===== src/rtl/usbo_pkg.sv =====
package usbo_pkg;

    localparam int unsigned NUM_BANKS = 2;
    localparam int unsigned BYTE_W    = 8;

    typedef enum logic [1:0] {
        HS_NONE  = 2'b00,
        HS_ACK   = 2'b01,
        HS_NAK   = 2'b10,
        HS_STALL = 2'b11
    } hs_code_e;

    typedef enum logic [1:0] {
        RX_IDLE,
        RX_FILL,
        RX_NAK,
        RX_STALL
    } rx_mode_e;

    typedef struct packed {
        logic              start;
        logic              dat_vld;
        logic [BYTE_W-1:0] dat;
        logic              eop;
        logic              crc_ok;
    } pkt_in_t;

    typedef struct packed {
        logic     vld;
        hs_code_e code;
    } hs_t;

    function automatic hs_code_e mode_to_hs(input rx_mode_e m);
        case (m)
            RX_FILL:  return HS_ACK;
            RX_NAK:   return HS_NAK;
            RX_STALL: return HS_STALL;
            default:  return HS_NONE;
        endcase
    endfunction

endpackage


===== src/rtl/ep_rx_ctrl.sv =====
module ep_rx_ctrl
    import usbo_pkg::*;
#(
    parameter int unsigned BANK_BYTES = 64,
    localparam int unsigned AW = $clog2(BANK_BYTES),
    localparam int unsigned CW = $clog2(BANK_BYTES + 1)
) (
    input  logic                      clk,
    input  logic                      rst,
    input  pkt_in_t                   pkt,
    input  logic                      force_stall,
    input  logic [NUM_BANKS-1:0]      bank_full,
    output logic                      wr_en,
    output logic                      tgt_bank,
    output logic [AW-1:0]             wr_addr,
    output logic [BYTE_W-1:0]         wr_data,
    output logic                      fill_done,
    output logic [CW-1:0]             fill_count,
    output hs_t                       hs
);

    localparam logic [CW-1:0] LIMIT = CW'(BANK_BYTES);

    rx_mode_e     mode;
    logic         ptr;
    logic [CW-1:0] cnt;
    logic         ovf;
    logic         room;
    logic         in_pkt;
    logic         good_end;

    assign in_pkt   = (mode != RX_IDLE) && !pkt.start;
    assign room     = (cnt != LIMIT);
    assign good_end = in_pkt && pkt.eop && pkt.crc_ok && !ovf;

    // Byte write path into the bank selected by the turn pointer
    assign wr_en      = in_pkt && (mode == RX_FILL) && pkt.dat_vld && !pkt.eop && room;
    assign tgt_bank   = ptr;
    assign wr_addr    = cnt[AW-1:0];
    assign wr_data    = pkt.dat;
    assign fill_done  = good_end && (mode == RX_FILL);
    assign fill_count = cnt;

    always_ff @(posedge clk) begin
        if (rst) begin
            mode <= RX_IDLE;
            ptr  <= 1'b0;
            cnt  <= '0;
            ovf  <= 1'b0;
            hs   <= '{vld: 1'b0, code: HS_NONE};
        end else begin
            hs <= '{vld: 1'b0, code: HS_NONE};
            if (pkt.start) begin
                cnt <= '0;
                ovf <= 1'b0;
                if (force_stall)
                    mode <= RX_STALL;
                else if (bank_full[ptr])
                    mode <= RX_NAK;
                else
                    mode <= RX_FILL;
            end else if (mode != RX_IDLE) begin
                if (pkt.eop) begin
                    mode <= RX_IDLE;
                    if (good_end) begin
                        hs <= '{vld: 1'b1, code: mode_to_hs(mode)};
                        if (mode == RX_FILL)
                            ptr <= ~ptr;
                    end
                end else if (pkt.dat_vld) begin
                    if (room)
                        cnt <= cnt + 1'b1;
                    else
                        ovf <= 1'b1;
                end
            end
        end
    end

endmodule


===== src/rtl/ep_bank_store.sv =====
module ep_bank_store
    import usbo_pkg::*;
#(
    parameter int unsigned BANK_BYTES = 64,
    localparam int unsigned AW = $clog2(BANK_BYTES),
    localparam int unsigned CW = $clog2(BANK_BYTES + 1)
) (
    input  logic              clk,
    input  logic              rst,
    input  logic              wr_en,
    input  logic [AW-1:0]     wr_addr,
    input  logic [BYTE_W-1:0] wr_data,
    input  logic              fill_done,
    input  logic [CW-1:0]     fill_count,
    input  logic              clr,
    input  logic [AW-1:0]     rd_addr,
    output logic [BYTE_W-1:0] rd_data,
    output logic              full,
    output logic [CW-1:0]     count
);

    logic [BYTE_W-1:0] mem [BANK_BYTES];
    logic [CW-1:0]     held;

    always_ff @(posedge clk) begin
        if (wr_en)
            mem[wr_addr] <= wr_data;
    end

    always_ff @(posedge clk) begin
        if (rst) begin
            full <= 1'b0;
            held <= '0;
        end else if (fill_done) begin
            full <= 1'b1;
            held <= fill_count;
        end else if (clr) begin
            full <= 1'b0;
        end
    end

    assign count   = full ? held : '0;
    assign rd_data = (32'(rd_addr) < BANK_BYTES) ? mem[rd_addr] : '0;

endmodule


===== src/rtl/ep_out_pingpong.sv =====
module ep_out_pingpong
    import usbo_pkg::*;
#(
    parameter int unsigned BANK_BYTES = 64,
    localparam int unsigned AW = $clog2(BANK_BYTES),
    localparam int unsigned CW = $clog2(BANK_BYTES + 1)
) (
    input  logic              clk,
    input  logic              rst,
    input  logic              pkt_start,
    input  logic              pkt_dat_vld,
    input  logic [7:0]        pkt_dat,
    input  logic              pkt_eop,
    input  logic              pkt_crc_ok,
    output logic              hs_vld,
    output logic [1:0]        hs_code,
    input  logic              force_stall,
    input  logic [1:0]        bank_clr,
    output logic [1:0]        bank_full,
    output logic [CW-1:0]     bank0_count,
    output logic [CW-1:0]     bank1_count,
    input  logic [AW-1:0]     bank0_rd_addr,
    output logic [7:0]        bank0_rd_data,
    input  logic [AW-1:0]     bank1_rd_addr,
    output logic [7:0]        bank1_rd_data,
    output logic              irq
);

    pkt_in_t            pkt;
    hs_t                hs;
    logic               c_wr_en;
    logic               c_bank;
    logic [AW-1:0]      c_wr_addr;
    logic [BYTE_W-1:0]  c_wr_data;
    logic               c_fill_done;
    logic [CW-1:0]      c_fill_count;
    logic [NUM_BANKS-1:0] flags;

    logic [AW-1:0]     rd_addr_a [NUM_BANKS];
    logic [BYTE_W-1:0] rd_data_a [NUM_BANKS];
    logic [CW-1:0]     cnt_a     [NUM_BANKS];

    assign pkt = '{start: pkt_start, dat_vld: pkt_dat_vld, dat: pkt_dat,
                   eop: pkt_eop, crc_ok: pkt_crc_ok};

    ep_rx_ctrl #(.BANK_BYTES(BANK_BYTES)) u_ctrl (
        .clk        (clk),
        .rst        (rst),
        .pkt        (pkt),
        .force_stall(force_stall),
        .bank_full  (flags),
        .wr_en      (c_wr_en),
        .tgt_bank   (c_bank),
        .wr_addr    (c_wr_addr),
        .wr_data    (c_wr_data),
        .fill_done  (c_fill_done),
        .fill_count (c_fill_count),
        .hs         (hs)
    );

    assign rd_addr_a[0] = bank0_rd_addr;
    assign rd_addr_a[1] = bank1_rd_addr;

    for (genvar b = 0; b < NUM_BANKS; b++) begin : g_bank
        logic sel;
        assign sel = (c_bank == 1'(b));
        ep_bank_store #(.BANK_BYTES(BANK_BYTES)) u_store (
            .clk       (clk),
            .rst       (rst),
            .wr_en     (c_wr_en && sel),
            .wr_addr   (c_wr_addr),
            .wr_data   (c_wr_data),
            .fill_done (c_fill_done && sel),
            .fill_count(c_fill_count),
            .clr       (bank_clr[b]),
            .rd_addr   (rd_addr_a[b]),
            .rd_data   (rd_data_a[b]),
            .full      (flags[b]),
            .count     (cnt_a[b])
        );
    end

    assign bank0_rd_data = rd_data_a[0];
    assign bank1_rd_data = rd_data_a[1];
    assign bank0_count   = cnt_a[0];
    assign bank1_count   = cnt_a[1];
    assign bank_full     = flags;
    assign irq           = |flags;
    assign hs_vld        = hs.vld;
    assign hs_code       = hs.code;

endmodule


===== config.mk =====
export PLATFORM = sky130hd
export DESIGN_NAME = ep_out_pingpong
export DESIGN_NICKNAME = d
export VERILOG_FILES = /design/src/rtl/usbo_pkg.sv /design/src/rtl/ep_rx_ctrl.sv /design/src/rtl/ep_bank_store.sv /design/src/rtl/ep_out_pingpong.sv
export SDC_FILE = /design/constraint.sdc
export NUM_CORES = 1
export LEC_CHECK = 0
export BUFFER_PORTS_ARGS = -buffer_cell sky130_fd_sc_hd__buf_4
export CAP_MARGIN = 25
export CORE_MARGIN = 2
export CORE_UTILIZATION = 45
export CTS_BUF_LIST = sky130_fd_sc_hd__clkbuf_2 sky130_fd_sc_hd__clkbuf_4 sky130_fd_sc_hd__clkbuf_8
export DETAILED_ROUTE_END_ITERATION = 12
export PLACE_DENSITY_LB_ADDON = 0.08
export RECOVER_POWER = 100
export SYNTH_ARGS = -nofsm -noshare
export SYNTH_HDL_FRONTEND = slang
export SYNTH_SLANG_ARGS = --single-unit

===== constraint.sdc =====
create_clock -name clk -period 2.8 [get_ports clk]
set_input_delay 0.14 -clock clk [delete_from_list [all_inputs] [get_ports clk]]
set_output_delay 0.14 -clock clk [all_outputs]
set_load 0.01 [all_outputs]

# ---- Word-level counts from Yosys, hierarchy flattened
# Memories as Yosys holds them, arrays and structs flattened.
# Cells that the tools add are included.
dict set report op_classes {
  n_bitwise 6
  order_cmp 1
  reduce_logical 29
  add_sub_neg 1
  mux 19
  eq_ne 4
}
# op count
set op_table {}
lappend op_table {{7-bit 2-to-1 mux} 2}
lappend op_table {{1-bit logical AND} 13}
lappend op_table {{1-bit 2-to-1 mux} 10}
lappend op_table {{2-bit 2-to-1 mux} 5}
lappend op_table {{2-bit nonzero test} 5}
lappend op_table {{4-bit AND reduction} 2}
lappend op_table {{7-bit by 1-bit adder with 7-bit output, second input constant} 1}
lappend op_table {{7-bit inequality test, second input constant} 1}
lappend op_table {{1-bit inverter} 6}
lappend op_table {{2-bit one-hot mux with 3 select lines} 1}
lappend op_table {{5-bit AND reduction} 1}
lappend op_table {{5-bit OR reduction} 1}
lappend op_table {{2-bit == test, second input constant} 2}
lappend op_table {{2-bit OR reduction} 2}
lappend op_table {{4-bit OR reduction} 1}
lappend op_table {{1-bit zero test} 3}
lappend op_table {{3-bit 2-to-1 mux} 1}
lappend op_table {{2-bit by 1-bit == test with 1-bit output, second input constant} 1}
lappend op_table {{1-bit by 2-bit less-than comparator with 1-bit output, second input constant} 1}
lappend op_table {{2-bit AND reduction} 1}
dict set report totals {
  output_inout_bits 36
  mem_count 2
  elab_cells 72
  reg_bits 30
  mem_bits_rw 1024
  input_bits 29
}
# name depth word_bits rd rd_ports_with_merged_regs write_ports line
set memory_table {}
lappend memory_table {{g_bank[0].u_store.mem} 64 8 1 0 1 ep_bank_store.sv:22} ;# logic [BYTE_W-1:0] mem [BANK_BYTES];
lappend memory_table {{g_bank[1].u_store.mem} 64 8 1 0 1 ep_bank_store.sv:22}

# ---- Longest topological paths before layout
dict set report logic_depth {
  depth_word 9
  depth_mapped 9
  mapped_depth_nobuf 7
}

# ---- Hierarchy
# Synthesis repeated with hierarchy kept, for this count alone.
dict set report hier_totals {
  hier_cells 2010
  hier_area_um2 41273.3
}
# module seq_area_each_um2 cells_per_inst area_per_inst_um2 n_inst
set by_module_without_submodules {}
lappend by_module_without_submodules {{ep_bank_store at g_bank[1].u_store} 15534.9 968 20330.7 1}
lappend by_module_without_submodules {{ep_bank_store at g_bank[0].u_store} 15534.9 952 20139.3 1}
lappend by_module_without_submodules {ep_rx_ctrl 280.3 85 772.0 1}
lappend by_module_without_submodules {ep_out_pingpong 0.0 5 31.3 1}

# ---- Worst setup path before layout
# Ideal clock, no wire load.
dict set report synth_timing {
  path_kind {reg-to-reg}
  start {register u_ctrl.cnt[1], in the netlist u_ctrl.fill_count[1]}
  end {memory g_bank[0].u_store.mem[63][0] (enable)}
  required_time_ns 2.405
  n_path_buf 2
  stages_incl_launch_ff 8
  setup_time_ns 0.395
  t_arrival_ns 2.227
  period_less_slack_ns 2.622
  path_slack_ns 0.178
  cell_sequence {dfxtp_1 > buf_2 > clkinv_1 > ha_1 > nand3b_1 > o2111ai_1 > buf_2 > nor4_1}
}
dict set report synth_via {
  elab_chain_len 5
}
# element line
set synth_lines {}
lappend synth_lines {{start, declared} ep_rx_ctrl.sv:26} ;# logic [CW-1:0] cnt;
lappend synth_lines {{start signal, assigned} ep_rx_ctrl.sv:72} ;# cnt <= cnt + 1'b1;
lappend synth_lines {{7-bit inequality test} ep_rx_ctrl.sv:33} ;# assign room = (cnt != LIMIT);
lappend synth_lines {{1-bit logical AND} ep_rx_ctrl.sv:37} ;# assign wr_en = in_pkt && (mode == RX_FILL) && pkt.dat_vld && !pkt.eop && room;
lappend synth_lines {{1-bit logical AND} ep_out_pingpong.sv:70} ;# .wr_en (c_wr_en && sel),
lappend synth_lines {{1-bit 2-to-1 mux} ep_bank_store.sv:26} ;# if (wr_en)
lappend synth_lines {{1-bit 2-to-1 mux (implied by the code)} ep_bank_store.sv:27} ;# mem[wr_addr] <= wr_data;
lappend synth_lines {{end, declared} ep_bank_store.sv:22}
# Parallel ways exist; a longest one is shown, timed or not.

# ---- Worst setup path after layout
dict set report layout_timing {
  start {memory g_bank[1].u_store.mem[54][7]}
  end {output port bank1_rd_data[7]}
}
dict set report layout_via {
  elab_chain_len 1
}
# element line
set layout_lines {}
lappend layout_lines {{start, declared} ep_bank_store.sv:22}
lappend layout_lines {{memory 64 x 8 bit} -}
lappend layout_lines {{end, declared} ep_out_pingpong.sv:25} ;# output logic [7:0] bank1_rd_data,
# Every way passes these cells.

==> flow_summary.yaml <==
grt:
  track_usage_pct: 22.08
  grt-ovfl-total: 0
  grt_max_degree: 85
  antenna_found_initial: 1
  grt_pass1_vias: 21780
  grt_pass1_wl_um: 149900
run_status:
  violations: "max-capacitance violations, max-slew violations, negative setup slack"
  outcome: "finished, violations left"
synth:
  synth-seq-cells: 1054
  yosysWarnings: 0
  ys_seq_area_share_pct: 76.13
  ys.flop_type: "edfxtp_1"
  ys_types: 54
  avgSynthCellArea_um2: 20.92
  async_reset_ff_share_pct: 0
  syn_inst: 1968
  synth_area_mm2: 0.04118
  syn_nets: 1999
  synth_edf_count: 1024
die:
  fp-row-count: 110
  ioPinCount: 65
  die_x_um: 306.5
  initial_core_util_pct: 45.61
  chipHeight_um: 306.5
  coreArea_mm2: 0.09029
  die-area_mm2: 0.09394
clock_network:
  clock_latency_ns: 0.85
  path_clk_slew_ns: 0.07
  cts_tree: "yes"
  cts_setup_buffers: 0
  numCtsBuffers: 170
  cts.sinks: 1054
  cts.root.buffer_cell: "clkbuf_8"
  cts_htree_levels: 4
  clockBufferDepth: 3
route:
  wire_per_inst_um: 27.69
  firstDrtPassIters: 6
  ant_nets: 0
  drc: 0
  vias: 20840
  routed_wl_um: 101500
  via_per_inst: 5.687
  drtIter0Drc: 1827
final_layout:
  layout_common_cells: "edfxtp_1, mux4_2, buf_4"
  layout_commonest_cell: "edfxtp_1"
  final_cells: 3665
  nets: 2391
  utilization_pct: 53.24
  fillers: 7091
  area_growth_pct: 16.73
  drive_above_1_share_pct: 35.77
sta:
  period_share_pct: 107.7
  slew_headroom_pct: -51.27
  worst_pin_slew_ns: 2.269
  hold_violations: 0
  slew_violations: 345
  fin_ws_ns: -0.2166
  min_period_ns: 3.017
  max_freq_ghz: 0.3315
  hold_ws_ns: 0.1863
  setup_viol_count_final: 21
  clock_skew_ns: 0.03375
  rsz0062_at_grt: "yes"
power_and_ir_drop:
  power.leakage_nw: 15.63
  finalPower_mw: 31.73
  p_per_area_mw_per_mm2: 660.2
  ir_drop_mv: 0.4649
run:
  drv_cap: 6
setup_path:
  cp_max_fo: 1
  r2r-end: "g_bank[1].u_store.mem[19][6]$_DFFE_PP_"
  crit_start: "g_bank[1].u_store.mem[54][7]$_DFFE_PP_"
  worst_r2r_path_depth: 8
  cp.required_ns: 2.66
  cp-end-kind: "output pin"
  worst_setup_path_start_kind: "register"
  cp_data_arrival_time_ns: 2.88
  crit_end: "bank1_rd_data[7]"
  r2r-start: "u_ctrl.fill_count[1]$_SDFFE_PP0P_"
  rrSetupSlack_ns: -0.03
  crit_type: "register to output pin"
place:
  numPortBuffers: 64
  dp_hpwl_um: 62940
  gp_congestion: 0.8089
  place_inst: 3350
  place_ws_ns: 0.07661
min_path:
  hold_class: "input pin to register"
-- through the flow --
step / setup TNS [ns] / instance area, um^2
global route: -58.22 / 48070
detailed placement: 0 / 44740
finish: -1.553 / 48070
CTS: -2.895 / 48380
floorplan: 0 / 41180
global placement: 0 / 44740
-- worst min-delay path by stage --
stage	depth (start not counted)	slack (ns)	startpoint	end
finish	5	0.19	bank_clr[0]	g_bank[0].u_store.full$_SDFFE_PP0P_
floorplan	1	0.24	pkt_start	u_ctrl.mode[0]$_SDFFE_PP0P_
CTS	3	0.10	rst	g_bank[1].u_store.held[5]$_SDFFE_PP0P_
global placement	2	0.37	pkt_start	u_ctrl.mode[0]$_SDFFE_PP0P_
global route	3	0.17	rst	g_bank[1].u_store.held[3]$_SDFFE_PP0P_
detailed placement	2	0.37	pkt_start	u_ctrl.mode[0]$_SDFFE_PP0P_
-- cell type report --
class / count / area, um^2 / share of cell area [%]
clock inverters: 76 / 498.0 / 1.036
clock buffers: 224 / 2745 / 5.711
diodes: 1 / 2.502 / 0.005206
flip-flops and latches: 1054 / 31350 / 65.22
repair buffers: 340 / 2579 / 5.365
well taps: 1176 / 1471 / 3.061
multi-input cells: 787 / 9394 / 19.54
inverters: 7 / 26.28 / 0.05466
-- logic make-up (layout without fill, tap and decap cells) --
group / Yosys count / after routing / share of synthesized area (%)
other cells: 0 / 1 / 0
buf+inv: 127 / 647 / 1.671
mux: 349 / 349 / 16.48
xor+xnor: 6 / 6 / 0.1276
compound gates: 130 / 130 / 2.200
fa+ha+maj: 2 / 2 / 0.06076
simple gates: 300 / 300 / 3.330
flops: 1054 / 1054 / 76.13
-- metal layers --
layer / wire length, um / global-route usage [%] / part of all wire, %
met3: 5346 / 3.611 / 5.3
met4: 2552 / 7.022 / 2.5
met5: 0 / 0 / 0
met2: 49980 / 35.83 / 49
met1: 43620 / 30.89 / 43
-- flip-flops by register name, indices dropped and copies added (netlist names) --
register	cells
g_bank.u_store.full	2
g_bank.u_store.held	14
g_bank.u_store.mem	1024
u_ctrl.fill_count	7
u_ctrl.hs	3
u_ctrl.mode	2
u_ctrl.ovf	1
u_ctrl.tgt_bank	1
-- Yosys cell counts (18+ instances only) --
library cell | instances | area (um^2)
nor2_1 | 173 | 649.4
and2_1 | 18 | 112.6
buf_4 | 23 | 172.7
mux4_2 | 251 | 5653
edfxtp_1 | 1024 | 30750
mux2_2 | 43 | 484.2
nand2_1 | 25 | 93.84
clkbuf_1 | 44 | 165.2
mux2i_1 | 49 | 490.5
buf_2 | 38 | 190.2
o22ai_1 | 24 | 150.1
nand3_1 | 19 | 95.09
dfxtp_1 | 30 | 600.6
o21ai_0 | 20 | 100.1
-- critical path, stage by stage (launching register included) --
cell and delay [ns]:
edfxtp_1 0.37, mux4_2 0.48, mux4_2 0.52, o211ai_1 0.29, o41ai_1 0.19, buf_4 0.19
-- where the power goes --
part,leakage [nW],internal [mW],total [mW],switching (mW)
logic,4.47,0.669,1.66,0.989
clock network,1.72,6.71,12.8,6.05
registers,9.44,17.3,17.3,0.00459
total,15.6,24.7,31.7,7.04
-- repair_timing --
action / 4_1_cts / 5_1_grt
gates resized for setup: 52 / 9
hold endpoints to repair: 420 / 0
hold buffers: 20 / 0
endpoints found under the setup margin: 16 / 252
pin swaps: 10 / 10
Power figures use the tool's default switching activity.
